<file path="config.mk">
export PLATFORM = sky130hd
export DESIGN_NAME = bcd_adder
export DESIGN_NICKNAME = d
export VERILOG_FILES = /design/src/rtl/bcd_pkg.sv /design/src/rtl/bcd_binsum.sv /design/src/rtl/bcd_fix_step.sv /design/src/rtl/bcd_out_slice.sv /design/src/rtl/bcd_adder.sv
export SDC_FILE = /design/constraint.sdc
export NUM_CORES = 1
export LEC_CHECK = 0
export BUFFER_PORTS_ARGS = -buffer_cell sky130_fd_sc_hd__buf_2
export CAP_MARGIN = 20
export CELL_PAD_IN_SITES_DETAIL_PLACEMENT = 0
export CELL_PAD_IN_SITES_GLOBAL_PLACEMENT = 1
export CORE_MARGIN = 2
export CORE_UTILIZATION = 35
export CTS_CLUSTER_SIZE = 10
export DETAILED_ROUTE_END_ITERATION = 10
export PLACE_DENSITY_LB_ADDON = 0.1
export REMOVE_ABC_BUFFERS = 1
export SYNTH_ARGS = -nofsm -noshare
export SYNTH_HDL_FRONTEND = slang
export SYNTH_SLANG_ARGS = --single-unit
</file>
<file path="constraint.sdc">
create_clock -name clk -period 2.4 [get_ports clk]
set_input_delay 0.48 -clock clk [delete_from_list [all_inputs] [get_ports clk]]
set_output_delay 0.48 -clock clk [all_outputs]
set_load 0.005 [all_outputs]
</file>
<file path="src/rtl/bcd_pkg.sv">
package bcd_pkg;
  localparam int DIG_W  = 4;
  localparam int NDIG   = 2;
  localparam int BYTE_W = DIG_W * NDIG;

  typedef logic [BYTE_W-1:0] byte_t;

  // Largest legal digit and the distance from it to the next power of two.
  localparam int DIG_MAX = 9;
  localparam int DIG_GAP = (1 << DIG_W) - (DIG_MAX + 1);

  // Low fix: test the low digit alone against the largest legal digit.
  localparam byte_t LO_MASK  = byte_t'((1 << DIG_W) - 1);
  localparam byte_t LO_LIMIT = byte_t'(DIG_MAX);
  localparam byte_t LO_ADD   = byte_t'(DIG_GAP);

  // High fix: test the whole byte against "largest digit, then all ones".
  localparam byte_t HI_MASK  = '1;
  localparam byte_t HI_LIMIT = byte_t'((DIG_MAX << DIG_W) | ((1 << DIG_W) - 1));
  localparam byte_t HI_ADD   = byte_t'(DIG_GAP << DIG_W);
endpackage

</file>
<file path="src/rtl/bcd_binsum.sv">
module bcd_binsum
  import bcd_pkg::*;
(
  input  byte_t a,
  input  byte_t b,
  input  logic  cin,
  output byte_t sum,
  output logic  half_carry,
  output logic  carry
);
  logic [NDIG:0] cy;
  assign cy[0] = cin;

  // Ripple one digit at a time so the carry out of every digit boundary is visible.
  for (genvar g = 0; g < NDIG; g++) begin : g_dig
    logic [DIG_W:0] t;
    assign t = {1'b0, a[g*DIG_W +: DIG_W]} + {1'b0, b[g*DIG_W +: DIG_W]}
             + {{DIG_W{1'b0}}, cy[g]};
    assign sum[g*DIG_W +: DIG_W] = t[DIG_W-1:0];
    assign cy[g+1] = t[DIG_W];
  end

  assign half_carry = cy[1];
  assign carry      = cy[NDIG];
endmodule

</file>
<file path="src/rtl/bcd_fix_step.sv">
module bcd_fix_step #(
  parameter int W = 8,
  parameter logic [W-1:0] MASK   = '1,
  parameter logic [W-1:0] LIMIT  = '0,
  parameter logic [W-1:0] ADDEND = '0
) (
  input  logic [W-1:0] v_in,
  input  logic         flag_in,
  output logic [W-1:0] v_out,
  output logic         flag_out,
  output logic         wrap_out
);
  logic         hit;
  logic [W:0]   t;

  assign hit      = ((v_in & MASK) > LIMIT) || flag_in;
  assign t        = {1'b0, v_in} + {1'b0, ADDEND};
  assign v_out    = hit ? t[W-1:0] : v_in;
  assign flag_out = hit;
  assign wrap_out = hit & t[W];
endmodule

</file>
<file path="src/rtl/bcd_out_slice.sv">
module bcd_out_slice #(
  parameter int W = 8
) (
  input  logic         clk,
  input  logic         rst_n,
  input  logic         s_valid,
  output logic         s_ready,
  input  logic [W-1:0] s_data,
  output logic         m_valid,
  input  logic         m_ready,
  output logic [W-1:0] m_data
);
  assign s_ready = !m_valid || m_ready;

  always_ff @(posedge clk or negedge rst_n) begin
    if (!rst_n) begin
      m_valid <= 1'b0;
      m_data  <= '0;
    end else if (s_valid && s_ready) begin
      m_valid <= 1'b1;
      m_data  <= s_data;
    end else if (m_ready) begin
      m_valid <= 1'b0;
    end
  end
endmodule

</file>
<file path="src/rtl/bcd_adder.sv">
module bcd_adder
  import bcd_pkg::*;
(
  input  logic       clk,
  input  logic       rst_n,
  input  logic       in_valid,
  output logic       in_ready,
  input  logic [7:0] in_a,
  input  logic [7:0] in_b,
  input  logic       in_cin,
  output logic       out_valid,
  input  logic       out_ready,
  output logic [7:0] out_sum,
  output logic       out_aux,
  output logic       out_carry
);
  localparam int PAY_W = BYTE_W + 2;

  byte_t raw_sum, lo_sum, hi_sum;
  logic  raw_hc, raw_cy;
  logic  lo_flag, lo_wrap, hi_flag, hi_wrap;
  logic  cy_into_hi;
  logic [PAY_W-1:0] pay_d, pay_q;

  bcd_binsum u_sum (
    .a          (in_a),
    .b          (in_b),
    .cin        (in_cin),
    .sum        (raw_sum),
    .half_carry (raw_hc),
    .carry      (raw_cy)
  );

  bcd_fix_step #(.W(BYTE_W), .MASK(LO_MASK), .LIMIT(LO_LIMIT), .ADDEND(LO_ADD)) u_lo (
    .v_in     (raw_sum),
    .flag_in  (raw_hc),
    .v_out    (lo_sum),
    .flag_out (lo_flag),
    .wrap_out (lo_wrap)
  );

  // A wrap out of the low fix is a decimal carry that the high fix must see.
  assign cy_into_hi = raw_cy | lo_wrap;

  bcd_fix_step #(.W(BYTE_W), .MASK(HI_MASK), .LIMIT(HI_LIMIT), .ADDEND(HI_ADD)) u_hi (
    .v_in     (lo_sum),
    .flag_in  (cy_into_hi),
    .v_out    (hi_sum),
    .flag_out (hi_flag),
    .wrap_out (hi_wrap)
  );

  assign pay_d = {hi_flag | hi_wrap, lo_flag, hi_sum};

  bcd_out_slice #(.W(PAY_W)) u_out (
    .clk     (clk),
    .rst_n   (rst_n),
    .s_valid (in_valid),
    .s_ready (in_ready),
    .s_data  (pay_d),
    .m_valid (out_valid),
    .m_ready (out_ready),
    .m_data  (pay_q)
  );

  assign out_sum   = pay_q[BYTE_W-1:0];
  assign out_aux   = pay_q[BYTE_W];
  assign out_carry = pay_q[BYTE_W+1];
endmodule

</file>
[Yosys cells after proc, flatten, opt, wreduce, memory -nomap -nowiden]
Index checks and enable logic that the tools add are counted.
Storage, ports and cells
  bits in registers: 11
  input port bits: 21
  output and inout port bits: 12
  word-level logic and storage cells: 24
Operators by class
  add/sub/neg operators: 6
  $lt $le $gt $ge: 2
  multiplexer cells: 4
  bitwise logic cells: 4
  reductions and logical operators: 6
Operators with widths (number)
  8-bit two-way mux: 2
  4-bit by 4-bit adder with 5-bit output: 2
  5-bit by 1-bit adder with 5-bit output: 2
  8-bit by 3-bit adder with 9-bit output, second input constant: 1
  8-bit by 7-bit adder with 9-bit output, second input constant: 1
  8-bit > comparator, second input constant: 1
  4-bit > comparator, second input constant: 1
  1-bit logical OR: 3
  1-bit bitwise AND: 2
  1-bit two-way mux: 2
  1-bit OR: 2
  2-bit nonzero test: 1
  1-bit logical AND: 1
  1-bit zero test: 1

[Longest topological paths before layout]
Gate-level depths: netlist of run 1.
  word-level depth: 9
  mapped depth: 16
  mapped depth without buffers: 16

[By module]
From an unflattened synthesis of run 1, not the netlist that was laid out.
Unflattened totals
  cell total of the unflattened synthesis: 100
  area, all modules: 1096.1 µm²
By module, submodules not included
  bcd_out_slice: times used 1, cells each 24, area an instance 465.4 µm², sequential area each 275.3 µm²
  bcd_binsum: times used 1, cells each 33, area an instance 287.8 µm², sequential area each 0.0 µm²
  bcd_fix_step at u_lo: times used 1, cells each 22, area an instance 182.7 µm², sequential area each 0.0 µm²
  bcd_fix_step at u_hi: times used 1, cells each 19, area an instance 147.6 µm², sequential area each 0.0 µm²
  bcd_adder: times used 1, cells each 2, area an instance 12.5 µm², sequential area each 0.0 µm²

[Worst setup path before layout of run 1]
Ideal clock, no wire load.
  path kind: input to register
  from: in in_a[0]
  to: reg u_out.m_data[6]
  setup time: 0.104 ns
  arrival time: 3.958 ns
  data required time: 2.296 ns
  slack: -1.662 ns
  stages: 15
  buffers on the path: 0
  cell sequence: fa_1 > inv_1 > fa_1 > nor2b_1 > o21ai_0 > nand2_1 > fa_1 > inv_1 > fa_1 > or2_2 > a2111oi_2 > o21ai_1 > o311ai_4 > nor2_2 > o311ai_1
On the way
  cells in the longest elaborated chain, start to end: 8
  elaborated cells between the ends (all ways): 13
  those cells by class: add/sub (5); order compare (2); mux (2); bitwise (2); reduce/logical (2)
RTL lines
  from (decl): line bcd_adder.sv:8  | input logic [7:0] in_a,
  4-bit by 4-bit adder with 5-bit output *: line bcd_binsum.sv:17  | assign t = {1'b0, a[g*DIG_W +: DIG_W]} + {1'b0, b[g*DIG_W +: DIG_W]}
  5-bit by 1-bit adder with 5-bit output *: line bcd_binsum.sv:18  | + {{DIG_W{1'b0}}, cy[g]};
  5-bit by 1-bit adder with 5-bit output or 4-bit > comparator (tied branches): line bcd_binsum.sv:18, bcd_fix_step.sv:16
  8-bit by 3-bit adder with 9-bit output or 1-bit logical OR (tied branches): line bcd_fix_step.sv:17, bcd_fix_step.sv:16
  8-bit two-way mux or 1-bit bitwise AND (tied branches): line bcd_fix_step.sv:18, bcd_fix_step.sv:20
  8-bit > comparator or 1-bit OR (tied branches): line bcd_fix_step.sv:16, bcd_adder.sv:43
  1-bit logical OR: line bcd_fix_step.sv:16  | assign hit = ((v_in & MASK) > LIMIT) || flag_in;
  8-bit two-way mux *: line bcd_fix_step.sv:18  | assign v_out = hit ? t[W-1:0] : v_in;
  to (signal assigned): line bcd_out_slice.sv:21  | m_data <= s_data;
  to (decl): line bcd_out_slice.sv:11  | output logic [W-1:0] m_data
Every way passes the cells marked *; elsewhere a longest branch is shown, timed or not.
A chain may end at the register's enable or synchronous reset.

[Worst setup path in the final report of run 1]
  from: in in_a[0]
  to: reg u_out.m_data[5]
Same word-level chain as after synthesis.

==> results of run 1 <==
[Yosys cell counts (2+ instances only)]
cell | count | share of area
sky130_fd_sc_hd__nand2b_1 | 2 | 0.012
sky130_fd_sc_hd__a21oi_1 | 3 | 0.014
sky130_fd_sc_hd__a21o_1 | 3 | 0.021
sky130_fd_sc_hd__o21ai_0 | 8 | 0.037
sky130_fd_sc_hd__and2_1 | 5 | 0.029
sky130_fd_sc_hd__o21ai_1 | 2 | 0.0092
sky130_fd_sc_hd__clkbuf_1 | 2 | 0.0069
sky130_fd_sc_hd__dfrtp_1 | 11 | 0.25
sky130_fd_sc_hd__nor3b_1 | 2 | 0.014
sky130_fd_sc_hd__a211oi_1 | 2 | 0.014
sky130_fd_sc_hd__or4_1 | 2 | 0.014
sky130_fd_sc_hd__xor2_1 | 4 | 0.032
sky130_fd_sc_hd__xnor2_1 | 3 | 0.024
sky130_fd_sc_hd__ha_1 | 8 | 0.092
sky130_fd_sc_hd__nand2_1 | 18 | 0.062
sky130_fd_sc_hd__nor2_1 | 2 | 0.0069
sky130_fd_sc_hd__nor2b_1 | 3 | 0.017
sky130_fd_sc_hd__nand3b_1 | 2 | 0.014
sky130_fd_sc_hd__inv_1 | 9 | 0.031
sky130_fd_sc_hd__o311ai_1 | 2 | 0.016
sky130_fd_sc_hd__fa_1 | 4 | 0.074
[cell families after synthesis]
family,count (synthesis)
xor gates and xnor gates,8
AOI/OAI and AO/OA,32
buffers and inverters,11
muxes,1
and+or+nand+nor,44
adders and majority gates,12
DFF,11
[metal layers]
metal | routed length (um) | global-route usage
met5 | 0 | 0
met3 | 47 | 0.0197
met2 | 1370 | 0.284
met4 | 0 | 0.0540
met1 | 1170 | 0.191
[through the flow]
stage / instances / instance area (um^2)
2_1_floorplan: 117 / 1080
3_3_place_gp: 214 / 1520
3_5_place_dp: 214 / 1520
4_1_cts: 225 / 1660
5_1_grt: 227 / 1730
6_report: 227 / 1730
[registers in the layout, summed over array words and instances (netlist names)]
register / flops
u_out.m_data: 10
u_out.m_valid: 1
[worst max-delay path: stages]
cell and delay (ns):
sky130_fd_sc_hd__buf_6 0.09, sky130_fd_sc_hd__fa_2 0.38, sky130_fd_sc_hd__inv_2 0.06, sky130_fd_sc_hd__fa_2 0.19, sky130_fd_sc_hd__nor2b_1 0.05, sky130_fd_sc_hd__o21ai_1 0.15
sky130_fd_sc_hd__nand2_1 0.11, sky130_fd_sc_hd__fa_2 0.37, sky130_fd_sc_hd__inv_2 0.06, sky130_fd_sc_hd__fa_1 0.43, sky130_fd_sc_hd__or2_4 0.25, sky130_fd_sc_hd__a2111oi_4 0.41
sky130_fd_sc_hd__o21ai_4 0.10, sky130_fd_sc_hd__o311ai_4 0.34, sky130_fd_sc_hd__nor2_2 0.10, sky130_fd_sc_hd__buf_4 0.15, sky130_fd_sc_hd__o211ai_2 0.12
[placed cells by master, fill, tap and decap left out, types with 2 or more instances in the layout]
| master | netlist | routed |
|---|---|---|
| sky130_fd_sc_hd__buf_4 | 0 | 39 |
| sky130_fd_sc_hd__a21o_1 | 3 | 3 |
| sky130_fd_sc_hd__buf_2 | 0 | 31 |
| sky130_fd_sc_hd__nand2b_1 | 2 | 2 |
| sky130_fd_sc_hd__a211oi_1 | 2 | 2 |
| sky130_fd_sc_hd__xnor2_1 | 3 | 3 |
| sky130_fd_sc_hd__o21ai_0 | 8 | 3 |
| sky130_fd_sc_hd__o311ai_2 | 0 | 2 |
| sky130_fd_sc_hd__nor2_1 | 2 | 2 |
| sky130_fd_sc_hd__inv_1 | 9 | 7 |
| sky130_fd_sc_hd__clkbuf_4 | 0 | 3 |
| sky130_fd_sc_hd__fa_2 | 0 | 3 |
| sky130_fd_sc_hd__nor2b_1 | 3 | 2 |
| sky130_fd_sc_hd__nor3b_1 | 2 | 2 |
| sky130_fd_sc_hd__and2_1 | 5 | 4 |
| sky130_fd_sc_hd__xor2_2 | 1 | 2 |
| sky130_fd_sc_hd__xor2_1 | 4 | 3 |
| sky130_fd_sc_hd__o21ai_2 | 0 | 2 |
| sky130_fd_sc_hd__a21oi_1 | 3 | 2 |
| sky130_fd_sc_hd__ha_1 | 8 | 8 |
| sky130_fd_sc_hd__nand3b_1 | 2 | 2 |
| sky130_fd_sc_hd__or4_1 | 2 | 2 |
| sky130_fd_sc_hd__dfrtp_1 | 11 | 11 |
| sky130_fd_sc_hd__nand2_1 | 18 | 18 |
| sky130_fd_sc_hd__inv_2 | 0 | 2 |
| sky130_fd_sc_hd__o21ai_1 | 2 | 4 |
| sky130_fd_sc_hd__buf_6 | 0 | 3 |
[timing repair]
action / CTS / global route
buffers inserted: 7 / 3
pin swaps: 13 / 12
gates resized for setup: 17 / 14
endpoints found under the setup margin: 7 / 7
[path summary, 6_finish.rpt]
path	to	depth (start not counted)
worst max-delay path	u_out.m_data[5]$_DFFE_PN0P_	17
worst min register to register	u_out.m_data[0]$_DFFE_PN0P_	2
min in group clk	u_out.m_valid$_DFFE_PN0P_	2
worst max register to register	u_out.m_data[6]$_DFFE_PN0P_	4
worst min-delay path	u_out.m_data[5]$_DFFE_PN0P_	1
max in group asynchronous	u_out.m_data[4]$_DFFE_PN0P_	1
[layout make-up]
cell class,count,area share
sequential,11,0.159
tap,33,0.0239
clock buffer,4,0.0152
inverter,9,0.0195
timing repair buffer,73,0.278
multi-input combinational,97,0.504
[power groups by stage]
stage	clock [mW]	sequential, mW	combinational, mW
3_5_place_dp	0	0.276	0.538
4_1_cts	0.129	0.272	0.597
5_1_grt	0.135	0.279	0.719
6_report	0.123	0.271	0.650
3_3_place_gp	0	0.271	0.535
2_1_floorplan	0	0.282	0.294
==> metrics.log, run 1 <==
[metrics] Pleak: around 0.86 nW
[metrics] overall routing resource usage: 0.158
[metrics] internal cell power: 0.665 mW
[metrics] critical path startpoint category: primary input
[metrics] first-pass GRT wire length: 4.37 mm
[metrics] Num CTS Buffers: 3
[metrics] number of DRC markers in iteration 0: 34
[metrics] final HPWL from detailed placement: between 2 and 2.5 mm
[metrics] detail-routed net length per standard cell: 11.4 um
[metrics] total standard cell area after synthesis: 1080 um^2
[metrics] final core utilization: 0.576
[metrics] count of flip-flops with a built-in enable after synthesis: 0
[metrics] Synth Area in Compound Gates: 0.244
[metrics] required time of the critical path: 2.59 ns
[metrics] Final Total Pwr: 1.04 mW
[metrics] FILL cells: 298
[metrics] area share of xor/xnor cells in the synthesized design: 0.0716
[metrics] fraction of the mapped netlist area in adder cells: 0.166
[metrics] total area of sequential cells: 275 um^2
[metrics] arrival time at the worst endpoint: 3.85 ns
[metrics] cells after synthesis: 119
[metrics] kind of path behind the tightest hold check: in2async
[metrics] clock tree root buffer cell: sky130_fd_sc_hd__clkbuf_4
[metrics] Final TNS setup: -4.98 ns
[metrics] combinational cell fraction of total power: 0.623
[metrics] sequential fraction of the synthesis area: 0.254
[metrics] # nets final: ~230
[metrics] final routed DRC violation total: 0
[metrics] clock-pin transition on the worst setup and hold timing paths: 0.07 ns
[metrics] routability congestion estimate from global placement: between 0.7 and 0.8
[metrics] clk sinks: 11
[metrics] register-to-register path setup slack: 1.06 ns
[metrics] total number of yosys warnings: 0
[metrics] clk_lat worst skew: 0.26 ns
[metrics] slew of the pin with the lowest slew margin: roughly 0.41 ns
[metrics] fraction of final layout cells sized beyond drive strength 1: 0.521
[metrics] count of buffers from port buffering: 32
[metrics] maximum capacitance violations: 0
[metrics] via/cell ratio: approximately 4.9
[metrics] Vias: 1111
[metrics] Die Height: around 60 um
[metrics] Initial Util: 0.361
[metrics] final setup vio count: 5
[metrics] violations in the final reports: setup timing
[metrics] Hold Worst Slack: around 0.076 ns
[metrics] Max IR drop VDD: 0.000192 V
[metrics] clock period minus worst slack: 3.67 ns
[metrics] relative contribution of sequential cells to total power: 0.260
[metrics] Clock Path Buffers: 2
[metrics] total inserted antenna cells: 0
[metrics] f_max: 273 MHz
[metrics] number of nets with antenna violations after routing: 0
[metrics] areal power density over the cells: between 600 and 700 nW/um^2
[metrics] largest net degree at the start of global routing: 18
[metrics] area of the die: 3560 um^2
[metrics] startpoint-to-endpoint class of the critical path: in2reg
[metrics] portion of total power attributed to the clock network: 0.118
[metrics] synthesis-to-finish area growth: 59.7%
[metrics] period utilisation layout: 1.53
[metrics] router iterations before antenna repair: 4
[metrics] Net Switching: 0.378 mW
[metrics] switching share of total power: 0.363
[metrics] area used by multi-input combinational logic: roughly 870 um^2
[metrics] maximum level of the CTS H-tree: 1
[metrics] area share of and/or/nand/nor cells after synthesis: 0.216
[metrics] Synth Flop Type: sky130_fd_sc_hd__dfrtp_1
[metrics] fin. max-slew vios: 0
[metrics] core area: 3000 um^2
[metrics] unrepaired setup endpoints after global routing: yes
[metrics] number of primary I/O pins: 33
[metrics] initial antenna violation count: 0
[metrics] Hold Vio Cnt, Final: 0
[metrics] result of the run: finished with violations
[metrics] number of rows created at floorplan: 20
[metrics] Async S/R FF share, synth: 1.00
[metrics] Avg Synthesized Cell Area: 9.11 um^2
[metrics] floorplan die width: 59.6 um
[metrics] clock tree from TritonCTS: done
[metrics] via count of the first global-routing pass: 1068
[metrics] Place WS: -1.98 ns
[metrics] synth unique cells: 43
[metrics] capturing element type of the critical path: register
[metrics] worst reg2reg startpoint: u_out.m_valid$_DFFE_PN0P_
[metrics] GRT Residual Overflow: 0
[metrics] critical path peak fanout: 5
[metrics] total wire length after detailed routing: 2.59 mm
[metrics] largest family of logic cells by synthesized area: compound AO/OA/AOI/OAI gates
[metrics] final worst slack: -1.27 ns
[metrics] cts hold-fix bufs: 0
[metrics] Layout Skew: 0.00371 ns
[metrics] proportion of synthesized area in mux cells: 0.0104
[metrics] Worst setup startpoint: in_a[0]
[metrics] post-synthesis register bit count: 11
[metrics] worst relative slew slack: 0.721
Power figures use the tool's default switching activity.
==> inputs of run 2 (changes only) <==
Settings changed: CTS_BUF_LIST set to sky130_fd_sc_hd__clkbuf_4.
==> run 2 against run 1 <==
Compared with the run above:
- the flow still finishes with violations (setup timing)
- die area stayed put
- utilization is 0.12 points higher
- via count stayed put
- total power is 1.1% higher
- non-clock buffer count stayed put
- first-iteration DRC count is 8.8% higher
- global-route usage stayed put
- register-to-register slack hardly changed
- clock skew is 0.00050 ns higher
- largest power group unchanged
==> metrics.log, run 2 (synthesis results as in run 1) <==
[metrics] result of the run: finished with violations
[metrics] violations in the final reports: setup timing
[metrics] via/cell ratio: 4.89 (unchanged)
[metrics] Vias: 1111 (unchanged)
[metrics] Num CTS Buffers: 3 (unchanged)
[metrics] overall routing resource usage: 0.158 (unchanged)
[metrics] total inserted antenna cells: 0 (unchanged)
[metrics] final core utilization: 0.578 (+0.00125)
[metrics] total wire length after detailed routing: 2.59 mm (+0.12%)
[metrics] f_max: 273 MHz (about the same)
[metrics] flip-flop count of the largest register, all copies and words added: 10 (unchanged)
[metrics] Placement Cell Area: 1520 um^2 (unchanged)
[metrics] router iterations before antenna repair: 4 (unchanged)
[metrics] Final Total Pwr: 1.06 mW (+1.1%)
[metrics] detail-routed net length per standard cell: 11.4 um (+0.12%)
[metrics] GRT Residual Overflow: 0 (unchanged)
[metrics] synthesis-to-finish area growth: 60.0%
[metrics] critical path startpoint category: primary input
[metrics] final setup vio count: 5 (unchanged)
[metrics] Pleak: 0.860 nW (+0.40%)
[metrics] Max IR drop VDD: 0.000192 V (about the same)
[metrics] clock period minus worst slack: 3.67 ns (+0.00124 ns)
[metrics] worst-path cell chain: buf_6 -> fa_2 -> inv_2 -> fa_2 -> nor2b_1 -> o21ai_1 -> nand2_1 -> fa_2 -> inv_2 -> fa_1 -> or2_4 -> a2111oi_4 -> o21ai_4 -> o311ai_4 -> nor2_2 -> buf_4 -> o211ai_2
[metrics] slowest cell on the critical path: sky130_fd_sc_hd__fa_1
[metrics] maximum level of the CTS H-tree: 1 (unchanged)
[metrics] areal power density over the cells: 609 nW/um^2 (+0.92%)
[metrics] core area: 3000 um^2 (unchanged)
[metrics] final routed DRC violation total: 0 (unchanged)
[metrics] kind of path behind the tightest hold check: in2async
[metrics] largest net degree at the start of global routing: 18 (unchanged)
[metrics] Hold Worst Slack: 0.0751 ns (-0.000680 ns)
[metrics] count of buffers from port buffering: 32 (unchanged)
[metrics] critical path peak fanout: 5 (unchanged)
[metrics] required time of the critical path: 2.59 ns (about the same)
[metrics] cts hold-fix bufs: 0 (unchanged)
[metrics] commonest non-fill, non-tap cells in the layout: 39 x sky130_fd_sc_hd__buf_4, 31 x sky130_fd_sc_hd__buf_2, 18 x sky130_fd_sc_hd__nand2_1
[metrics] Initial Util: 0.361 (unchanged)
[metrics] fin. max-slew vios: 0 (unchanged)
[metrics] largest registers: u_out.m_data (10), u_out.m_valid (1)
[metrics] Clock Path Buffers: 2 (unchanged)
[metrics] number of nets with antenna violations after routing: 0 (unchanged)
[metrics] final design instance area without fill: 1730 um^2 (+0.22%)
[metrics] period utilisation layout: 1.53 (about the same)
[metrics] slew of the pin with the lowest slew margin: 0.413 ns (unchanged)
[metrics] routability congestion estimate from global placement: 0.755 (unchanged)
[metrics] final HPWL from detailed placement: 2.04 mm (unchanged)
[metrics] initial antenna violation count: 0 (unchanged)
[metrics] clock tree from TritonCTS: done
[metrics] unrepaired setup endpoints after global routing: yes
[metrics] Layout Skew: 0.00421 ns (+0.000501 ns)
[metrics] worst path bufs/invs: 4 (unchanged)
[metrics] Place WS: -1.98 ns (unchanged)
[metrics] maximum capacitance violations: 0 (unchanged)
[metrics] register with the most flip-flops: u_out.m_data
[metrics] fraction of final layout cells sized beyond drive strength 1: 0.526 (+0.00515)
[metrics] number of primary I/O pins: 33 (unchanged)
[metrics] clk_lat worst skew: 0.26 ns (about the same)
[metrics] number of rows created at floorplan: 20 (unchanged)
[metrics] number of DRC markers in iteration 0: 37 (+8.8%)
[metrics] # nets final: 228 (unchanged)
[metrics] worst relative slew slack: 0.721 (unchanged)
[metrics] capturing element type of the critical path: register
[metrics] via count of the first global-routing pass: 1068 (unchanged)
[metrics] final worst slack: -1.27 ns (-0.00124 ns)
[metrics] startpoint-to-endpoint class of the critical path: in2reg
[metrics] clk sinks: 11 (unchanged)
[metrics] floorplan die width: 59.6 um (unchanged)
[metrics] area of the die: 3560 um^2 (unchanged)
[metrics] first-pass GRT wire length: 4.37 mm (unchanged)
[metrics] kind of cell adding the most delay to the critical path: adder cells
[metrics] Die Height: 59.6 um (unchanged)
[metrics] Hold Vio Cnt, Final: 0 (unchanged)
[metrics] most used cell along the critical path: sky130_fd_sc_hd__fa_2
[metrics] clock-pin transition on the worst setup and hold timing paths: 0.07 ns (about the same)
[metrics] slowest stage delay, CP: 0.43 ns (about the same)
[metrics] arrival time at the worst endpoint: 3.85 ns (about the same)
[metrics] clock tree root buffer cell: sky130_fd_sc_hd__clkbuf_4
[metrics] leading cell type in the layout, fill and taps excluded: sky130_fd_sc_hd__buf_4
[run 2: cell types whose count changed in the layout (fill, tap and decap cells not counted)]
cell / delta
sky130_fd_sc_hd__clkbuf_4: +1
sky130_fd_sc_hd__clkbuf_1: -1
[run 2: final cells by class]
class / count / area [um^2]
Multi-Input combinational cell: 97 / 872
Fill cell: 296 / 1270
Clock buffer: 4 / 30.0
Timing Repair Buffer: 73 / 482
Inverter: 9 / 33.8
Sequential cell: 11 / 275
Tap cell: 33 / 41.3
[run 2: worst paths after layout]
| check | start | end | slack, ns | cells past startpoint |
|---|---|---|---|---|
| max | in_a[0] | u_out.m_data[5]$_DFFE_PN0P_ | -1.27 | 17 |
| min | rst_n | u_out.m_data[5]$_DFFE_PN0P_ | 0.08 | 1 |
| max reg2reg | u_out.m_valid$_DFFE_PN0P_ | u_out.m_data[6]$_DFFE_PN0P_ | 1.06 | 4 |
| min reg2reg | u_out.m_data[0]$_DFFE_PN0P_ | u_out.m_data[0]$_DFFE_PN0P_ | 0.47 | 2 |
| max in group asynchronous | rst_n | u_out.m_data[4]$_DFFE_PN0P_ | 2.12 | 1 |
| min in group clk | in_valid | u_out.m_valid$_DFFE_PN0P_ | 0.43 | 2 |
[run 2: per-layer routing]
metal  vias to the layer above  track usage  wire length [um]
li1                        577            -                 -
met1                       513        0.191              1180
met2                        21        0.284              1370
met3                         0       0.0197                47
met4                         0       0.0540                 0
met5                         -            0                 0
[run 2: per-stage QoR]
step                setup TNS (ns)  std cells
floorplan                    -7.04        117
global placement             -8.76        214
detailed placement           -9.28        214
CTS                          -4.82        225
global route                 -5.69        227
finish                       -4.98        227
[run 2: power breakdown]
| group | internal, mW | leakage [nW] | switching (mW) |
|---|---|---|---|
| Combinational | 0.357 | 0.708 | 0.293 |
| Sequential | 0.244 | 0.133 | 0.0268 |
| Clock | 0.0754 | 0.0184 | 0.0589 |
| Total | 0.676 | 0.860 | 0.379 |
[run 2: repair_timing]
item	4_1_cts	5_1_grt
gates resized for setup	17	14
setup endpoints to repair	7	7
pin swaps	13	12
buffers inserted	7	3
